[src/rtl/i2c10_pkg.sv]
package i2c10_pkg;
  localparam int BYTE_W = 8;
  localparam int ADDR_W = 10;
  localparam int CNT_W  = $clog2(BYTE_W + 2);
  localparam logic [4:0] TEN_BIT_PREFIX = 5'b11110;

  typedef enum logic [2:0] {
    PH_IDLE,
    PH_ADDR_HI,
    PH_ADDR_LO,
    PH_DATA,
    PH_SKIP
  } phase_e;
endpackage

[src/rtl/i2c10_bus_sync.sv]
module i2c10_bus_sync #(
  parameter int STAGES = 2
) (
  input  logic clk_i,
  input  logic rst_ni,
  input  logic scl_i,
  input  logic sda_i,
  output logic scl_o,
  output logic sda_o,
  output logic scl_rise_o,
  output logic scl_fall_o,
  output logic start_o,
  output logic stop_o
);
  logic [STAGES-1:0] scl_sr, sda_sr;
  logic scl_q, sda_q;

  always_ff @(posedge clk_i or negedge rst_ni) begin
    if (!rst_ni) begin
      scl_sr <= '1;
      sda_sr <= '1;
      scl_q  <= 1'b1;
      sda_q  <= 1'b1;
    end else begin
      scl_sr <= {scl_sr[STAGES-2:0], scl_i};
      sda_sr <= {sda_sr[STAGES-2:0], sda_i};
      scl_q  <= scl_sr[STAGES-1];
      sda_q  <= sda_sr[STAGES-1];
    end
  end

  assign scl_o      = scl_sr[STAGES-1];
  assign sda_o      = sda_sr[STAGES-1];
  assign scl_rise_o = scl_o & ~scl_q;
  assign scl_fall_o = ~scl_o & scl_q;
  // SDA edge while SCL stays high
  assign start_o    = scl_o & scl_q & sda_q & ~sda_o;
  assign stop_o     = scl_o & scl_q & ~sda_q & sda_o;
endmodule

[src/rtl/i2c10_rx_fsm.sv]
module i2c10_rx_fsm
  import i2c10_pkg::*;
(
  input  logic              clk_i,
  input  logic              rst_ni,
  input  logic              en_i,
  input  logic              gc_en_i,
  input  logic [ADDR_W-1:0] own_addr_i,
  input  logic              nak_next_i,
  input  logic              scl_i,
  input  logic              sda_i,
  input  logic              scl_rise_i,
  input  logic              scl_fall_i,
  input  logic              start_i,
  input  logic              stop_i,
  output logic              sda_oe_o,
  output logic              byte_done_o,
  output logic [BYTE_W-1:0] byte_o,
  output logic              nak_taken_o,
  output logic              end_evt_o
);
  localparam logic [CNT_W-1:0] LAST_BIT = CNT_W'(BYTE_W);
  localparam logic [CNT_W-1:0] ACK_BIT  = CNT_W'(BYTE_W + 1);

  phase_e            phase_q, phase_nx;
  logic [CNT_W-1:0]  cnt_q;
  logic [BYTE_W-1:0] shreg_q;
  logic              addressed_q, sda_oe_q;
  logic              ack_nx, addr_set_nx, done_nx, nak_nx;

  // decision at the end of a byte
  always_comb begin
    ack_nx      = 1'b0;
    addr_set_nx = 1'b0;
    done_nx     = 1'b0;
    nak_nx      = 1'b0;
    phase_nx    = PH_SKIP;
    unique case (phase_q)
      PH_ADDR_HI: begin
        if (shreg_q == {TEN_BIT_PREFIX, own_addr_i[9:8], 1'b0}) begin
          ack_nx   = 1'b1;
          phase_nx = PH_ADDR_LO;
        end else if (gc_en_i && shreg_q == '0) begin
          ack_nx      = 1'b1;
          addr_set_nx = 1'b1;
          phase_nx    = PH_DATA;
        end
      end
      PH_ADDR_LO: begin
        if (shreg_q == own_addr_i[7:0]) begin
          ack_nx      = 1'b1;
          addr_set_nx = 1'b1;
          phase_nx    = PH_DATA;
        end
      end
      PH_DATA: begin
        done_nx = 1'b1;
        if (nak_next_i) begin
          nak_nx = 1'b1;
        end else begin
          ack_nx   = 1'b1;
          phase_nx = PH_DATA;
        end
      end
      default: ;
    endcase
  end

  wire active = (phase_q == PH_ADDR_HI) || (phase_q == PH_ADDR_LO) || (phase_q == PH_DATA);

  always_ff @(posedge clk_i or negedge rst_ni) begin
    if (!rst_ni) begin
      phase_q     <= PH_IDLE;
      cnt_q       <= '0;
      shreg_q     <= '0;
      addressed_q <= 1'b0;
      sda_oe_q    <= 1'b0;
      byte_done_o <= 1'b0;
      nak_taken_o <= 1'b0;
      end_evt_o   <= 1'b0;
    end else begin
      byte_done_o <= 1'b0;
      nak_taken_o <= 1'b0;
      end_evt_o   <= 1'b0;
      if (!en_i) begin
        phase_q     <= PH_IDLE;
        cnt_q       <= '0;
        addressed_q <= 1'b0;
        sda_oe_q    <= 1'b0;
      end else if (start_i || stop_i) begin
        end_evt_o   <= addressed_q;
        addressed_q <= 1'b0;
        sda_oe_q    <= 1'b0;
        cnt_q       <= '0;
        phase_q     <= start_i ? PH_ADDR_HI : PH_IDLE;
      end else if (scl_fall_i && cnt_q == ACK_BIT) begin
        sda_oe_q <= 1'b0;
        cnt_q    <= '0;
      end else if (active && scl_fall_i && cnt_q == LAST_BIT) begin
        cnt_q       <= ACK_BIT;
        sda_oe_q    <= ack_nx;
        phase_q     <= phase_nx;
        byte_done_o <= done_nx;
        nak_taken_o <= nak_nx;
        if (addr_set_nx) addressed_q <= 1'b1;
      end else if (active && scl_rise_i && cnt_q < LAST_BIT) begin
        shreg_q <= {shreg_q[BYTE_W-2:0], sda_i};
        cnt_q   <= cnt_q + 1'b1;
      end
    end
  end

  assign sda_oe_o = sda_oe_q;
  assign byte_o   = shreg_q;

  AST_DRIVE_SCL_LOW: assert property (@(posedge clk_i) disable iff (!rst_ni)
    (sda_oe_q && !$past(sda_oe_q)) |-> !$past(scl_i));
  AST_NAK_NO_DRIVE: assert property (@(posedge clk_i) disable iff (!rst_ni)
    nak_taken_o |-> (!sda_oe_q && phase_q == PH_SKIP));
  AST_DATA_NEEDS_MATCH: assert property (@(posedge clk_i) disable iff (!rst_ni)
    byte_done_o |-> addressed_q);
  AST_NO_DRIVE_DISABLED: assert property (@(posedge clk_i) disable iff (!rst_ni)
    !$past(en_i) |-> !sda_oe_q);
endmodule

[src/rtl/i2c10_host_regs.sv]
module i2c10_host_regs
  import i2c10_pkg::*;
(
  input  logic              clk_i,
  input  logic              rst_ni,
  input  logic              byte_done_i,
  input  logic [BYTE_W-1:0] byte_i,
  input  logic              nak_taken_i,
  input  logic              end_evt_i,
  input  logic              nak_set_i,
  input  logic              data_rd_i,
  input  logic              stat_rd_i,
  output logic [BYTE_W-1:0] rx_data_o,
  output logic              rx_full_o,
  output logic              stop_evt_o,
  output logic              nak_next_o,
  output logic              irq_o
);
  always_ff @(posedge clk_i or negedge rst_ni) begin
    if (!rst_ni) begin
      rx_data_o  <= '0;
      rx_full_o  <= 1'b0;
      stop_evt_o <= 1'b0;
      nak_next_o <= 1'b0;
    end else begin
      if (byte_done_i) begin
        rx_data_o <= byte_i;
        rx_full_o <= 1'b1;
      end else if (data_rd_i) begin
        rx_full_o <= 1'b0;
      end
      if (end_evt_i)      stop_evt_o <= 1'b1;
      else if (stat_rd_i) stop_evt_o <= 1'b0;
      if (nak_set_i)        nak_next_o <= 1'b1;
      else if (nak_taken_i) nak_next_o <= 1'b0;
    end
  end

  assign irq_o = rx_full_o | stop_evt_o;

  AST_FULL_ON_BYTE: assert property (@(posedge clk_i) disable iff (!rst_ni)
    byte_done_i |=> (rx_full_o && irq_o));
  AST_STOP_FLAG: assert property (@(posedge clk_i) disable iff (!rst_ni)
    end_evt_i |=> stop_evt_o);
  AST_NAK_SELF_CLEAR: assert property (@(posedge clk_i) disable iff (!rst_ni)
    (nak_taken_i && !nak_set_i) |=> !nak_next_o);
  AST_READ_CLEARS: assert property (@(posedge clk_i) disable iff (!rst_ni)
    (data_rd_i && !byte_done_i) |=> !rx_full_o);
endmodule

[src/rtl/i2c10_slave_rx.sv]
module i2c10_slave_rx
  import i2c10_pkg::*;
#(
  parameter int SYNC_STAGES = 2
) (
  input  logic              clk_i,
  input  logic              rst_ni,
  input  logic              scl_i,
  input  logic              sda_i,
  output logic              sda_oe_o,
  input  logic              en_i,
  input  logic              gc_en_i,
  input  logic [ADDR_W-1:0] own_addr_i,
  input  logic              nak_set_i,
  input  logic              data_rd_i,
  input  logic              stat_rd_i,
  output logic [BYTE_W-1:0] rx_data_o,
  output logic              rx_full_o,
  output logic              stop_evt_o,
  output logic              nak_next_o,
  output logic              irq_o
);
  logic scl_s, sda_s, scl_rise, scl_fall, start_c, stop_c;
  logic byte_done, nak_taken, end_evt;
  logic [BYTE_W-1:0] byte_w;

  i2c10_bus_sync #(.STAGES(SYNC_STAGES)) i_sync (
    .clk_i, .rst_ni, .scl_i, .sda_i,
    .scl_o(scl_s), .sda_o(sda_s), .scl_rise_o(scl_rise), .scl_fall_o(scl_fall),
    .start_o(start_c), .stop_o(stop_c)
  );

  i2c10_rx_fsm i_fsm (
    .clk_i, .rst_ni, .en_i, .gc_en_i, .own_addr_i,
    .nak_next_i(nak_next_o), .scl_i(scl_s), .sda_i(sda_s),
    .scl_rise_i(scl_rise), .scl_fall_i(scl_fall), .start_i(start_c), .stop_i(stop_c),
    .sda_oe_o, .byte_done_o(byte_done), .byte_o(byte_w),
    .nak_taken_o(nak_taken), .end_evt_o(end_evt)
  );

  i2c10_host_regs i_regs (
    .clk_i, .rst_ni, .byte_done_i(byte_done), .byte_i(byte_w),
    .nak_taken_i(nak_taken), .end_evt_i(end_evt), .nak_set_i, .data_rd_i, .stat_rd_i,
    .rx_data_o, .rx_full_o, .stop_evt_o, .nak_next_o, .irq_o
  );
endmodule

[config.mk]
export PLATFORM = sky130hd
export DESIGN_NAME = i2c10_slave_rx
export DESIGN_NICKNAME = d
export VERILOG_FILES = /design/src/rtl/i2c10_pkg.sv /design/src/rtl/i2c10_bus_sync.sv /design/src/rtl/i2c10_rx_fsm.sv /design/src/rtl/i2c10_host_regs.sv /design/src/rtl/i2c10_slave_rx.sv
export SDC_FILE = /design/constraint.sdc
export NUM_CORES = 1
export LEC_CHECK = 0
export BUFFER_PORTS_ARGS = -buffer_cell sky130_fd_sc_hd__clkbuf_2
export CAP_MARGIN = 20
export CORE_UTILIZATION = 40
export CTS_CLUSTER_SIZE = 14
export DETAILED_ROUTE_END_ITERATION = 6
export HOLD_SLACK_MARGIN = 0.15
export PLACE_DENSITY = 0.69
export SLEW_MARGIN = 0
export SYNTH_ARGS = -nofsm -noshare
export SYNTH_HDL_FRONTEND = slang
export SYNTH_SLANG_ARGS = --single-unit
[constraint.sdc]
create_clock -name clk_i -period 6.2 [get_ports clk_i]
set_clock_uncertainty 0.2 [all_clocks]
set_input_delay 1.24 -clock clk_i [delete_from_list [all_inputs] [get_ports clk_i]]
set_output_delay 1.24 -clock clk_i [all_outputs]
set_load 0.05 [all_outputs]
==> results.md <==
- Min cycle time layout: approximately 2600 ps
- Drt total wl: around 3500 µm
- Clock tree root buffer cell: clkbuf_8
- Outcome: finished, final reports clean
- Resized cells post-CTS: 0
- Synth Area per Inst: approximately 12 µm²
- Post-Syn Area: 1740 µm²
- Pins Over Slew Limit: 0
- First-pass GRT wire length: around 6100 µm
- Die Y: slightly below 70 µm
- Crit Path Category: flip-flop to primary output
- Cts-stage hold buffer count: 0
- DR vias: ~1300
- Drt drc: 0
- Setup violators final: 0
- Reg2reg setup slack: 4040 ps
- Placed Cells: between 200 and 250
- Worst-margin pin slew: between 800 and 900 ps
- Fin nets: about 200
- Part of the Yosys area used for sequential elements: roughly 54%
- Syn-to-layout area delta: 17.0%
- Hold Startpoint: i_sync.sda_sr[0]$_DFF_PN1_
- RSZ-0062 raised after global routing: no
- Min-Delay Path Class: flip-flop to flip-flop
- Reg2reg end: i_fsm.byte_o[0]$_DFFE_PN0P_
- Post CTS Setup Buffer Count: 0
- Fin. Hold Viols: 0
- Number of global-route vias before repair: roughly 1300
- Flop and latch count out of synthesis: 37
- Setup TNS: 0 ps
- H-tree depth: 2
- DRT Pass-1 Iters: 4
- Syn_nets: 166
- Fin area: 2040 µm²
- Grt total ovfl: 0
- CTS tree: yes
- Pwr/cell area: around 220 nW/µm²
- Leakage power: a little under 1 nW
- Max VDD drop: around 0.10 mV
- I/O Buffers: 31
- Buffer levels on the longest clock path: 2
- Die area: ~4600 µm²
- Final Non-Filler Cells: 232
- Hold EP: i_sync.sda_sr[1]$_DFF_PN1_
- Netlist cell types: 38
- Vias per std cell: ~5.4
- Synth Warn #: 0
- Worst R2R Start: i_fsm.phase_q[2]$_DFFE_PN0P_
- Peak fanout along the critical path: 3
- Slew HR: 40.7%
- Fraction of layout cells with a size suffix above 1: 36.8%
- Antenna Nets Post-Route: 0
- CP startpoint kind: flip-flop
- Clock sinks: 37
- Maxcap violations: 0
- WHS Path Cells: 0
- Worst R2R Path Depth: 4
- # IOs: 32
- Mean routed wirelength per cell: between 15 and 20 µm
- FILL cells: ~380
- Hpwl dp: between 2000 and 3000 µm
- Max Fclk: between 0.3 and 0.4 GHz
- GP Congestion: around 0.90
- Post-layout util: 49.9%
- Worst-Skew Late Latency: 290 ps
- Reg clk slew, reported paths: 70 ps
- Dpl cell area: 1960 µm²
- Crit path DAT: 1210 ps
- Ant diodes: 0
- Initial Util: 42.7%
- CP required: approximately 4800 ps
- Row count: 23
- Fin crit share: a little over two fifths
- Initial DRC count: between 70 and 80
- CTS buffer count: 5
- Total GRT Usage: between 10% and 20%
- Post-Syn Instances: ~140
- Core area: roughly 4000 µm²
- Initial antenna violation count: 0
- Largest net degree at the start of global routing: 38
- CP Capture Type: primary output
- Die X-Extent: just under 70 µm
worst max-delay path by stage:
stage                     cells after the start  slack, ps                           end                          start
after global routing                          2       3480                         irq_o  i_regs.stop_evt_o$_DFFE_PN0P_
after global placement                        6       3650  i_fsm.phase_q[0]$_DFFE_PN0P_                  own_addr_i[0]
after detailed placement                      6       3550  i_fsm.phase_q[0]$_DFFE_PN0P_                  own_addr_i[5]
final                                         2       3550                         irq_o  i_regs.stop_evt_o$_DFFE_PN0P_
after floorplan                               1       3720                         irq_o  i_regs.stop_evt_o$_DFFE_PN0P_
after CTS                                     2       3540                         irq_o  i_regs.stop_evt_o$_DFFE_PN0P_
registers in the layout, indices dropped and copies added (netlist names), 2 cells and up:
signal	flops
i_sync.scl_sr	2
i_sync.sda_sr	2
i_fsm.cnt_q	4
i_fsm.phase_q	3
i_fsm.byte_o	8
i_regs.rx_data_o	8
Yosys cell counts:
library cell | number | share of area [%]
a21oi_1 | 3 | 0.86
nor2_1 | 7 | 1.5
o31ai_1 | 1 | 0.43
o311ai_0 | 1 | 0.50
nor4b_1 | 1 | 0.50
dfrtp_1 | 31 | 44
or2_2 | 1 | 0.36
nor3b_1 | 1 | 0.43
o21bai_2 | 1 | 0.65
o2111ai_1 | 1 | 0.50
and4_1 | 1 | 0.50
o21ai_0 | 3 | 0.86
xor2_1 | 2 | 1.0
a21o_1 | 3 | 1.3
xnor2_1 | 11 | 5.5
nor3_1 | 4 | 1.1
and4bb_2 | 1 | 0.72
a41oi_1 | 1 | 0.50
nand3_1 | 3 | 0.86
nor4_1 | 2 | 0.72
mux2_2 | 8 | 5.2
dfstp_2 | 6 | 9.0
or4b_4 | 1 | 0.79
nand4_1 | 4 | 1.4
or3_1 | 1 | 0.36
o21ai_1 | 1 | 0.29
ha_1 | 3 | 2.2
o22ai_1 | 1 | 0.36
o21a_1 | 2 | 0.86
o211ai_1 | 1 | 0.43
and2_1 | 1 | 0.36
nor4b_2 | 2 | 1.7
mux2_4 | 8 | 6.9
nor2_8 | 1 | 1.1
o221ai_1 | 1 | 0.50
inv_1 | 9 | 1.9
nand2_1 | 14 | 3.0
clkbuf_1 | 1 | 0.22
cell families after synthesis:
family	Yosys count	share of synthesized area [%]
AO/OA/AOI/OAI	20	8.03
flip-flops	37	53.5
XOR/XNOR	13	6.53
buffers and inverters	10	2.15
adder cells (fa/ha/maj)	3	2.15
AND/OR/NAND/NOR	45	15.6
multiplexers	16	12.1
final cells by class:
class	instances	area (µm²)	share of cell area, %
clock buffer	6	72.6	3.56
clock inverter	2	10.0	0.490
inverter	9	33.8	1.66
multi-input combinational	97	773	37.9
sequential	37	933	45.7
tap	50	62.6	3.07
timing repair buffer	31	155	7.60
power by group:
group | internal, mW | leakage [nW] | switching [mW] | total (mW)
combinational | 0.0114 | 0.439 | 0.0155 | 0.0269
clock | 0.0778 | 0.0450 | 0.0843 | 0.162
sequential | 0.246 | 0.491 | 0.00380 | 0.250
total | 0.335 | 0.974 | 0.104 | 0.439
per-layer routing:
metal / part of all wire [%] / vias to the layer above / global-route usage [%]
met2: 49 / 45 / 30.8
met5: 0 / - / 0
li1: - / 583 / -
met4: 2.4 / 0 / 10.4
met3: 4.5 / 8 / 5.50
met1: 44 / 625 / 22.1
layout by cell type (no fill, tap or decap), drive strengths merged, types with 2 or more instances in the layout:
cell	n
clkbuf	37
dfrtp	31
mux2	16
nand2	14
xnor2	11
inv	9
nor2	8
dfstp	6
nor3	4
nand4	4
o21ai	4
a21o	3
nand3	3
a21oi	3
ha	3
nor4b	3
o21a	2
xor2	2
nor4	2
clkinv	2
critical path, stage by stage, from the launching register on:
cell	delay, ps
dfrtp_1	390
or2_2	290
clkbuf_2	230
through the flow:
step	worst slack (ps)	hold slack [ps]	power [mW]
floorplan	3720	145	0.267
global placement	3650	146	0.280
detailed placement	3550	148	0.281
CTS	3540	159	0.444
global route	3480	164	0.459
finish	3550	157	0.439
Power figures use the tool's default switching activity.
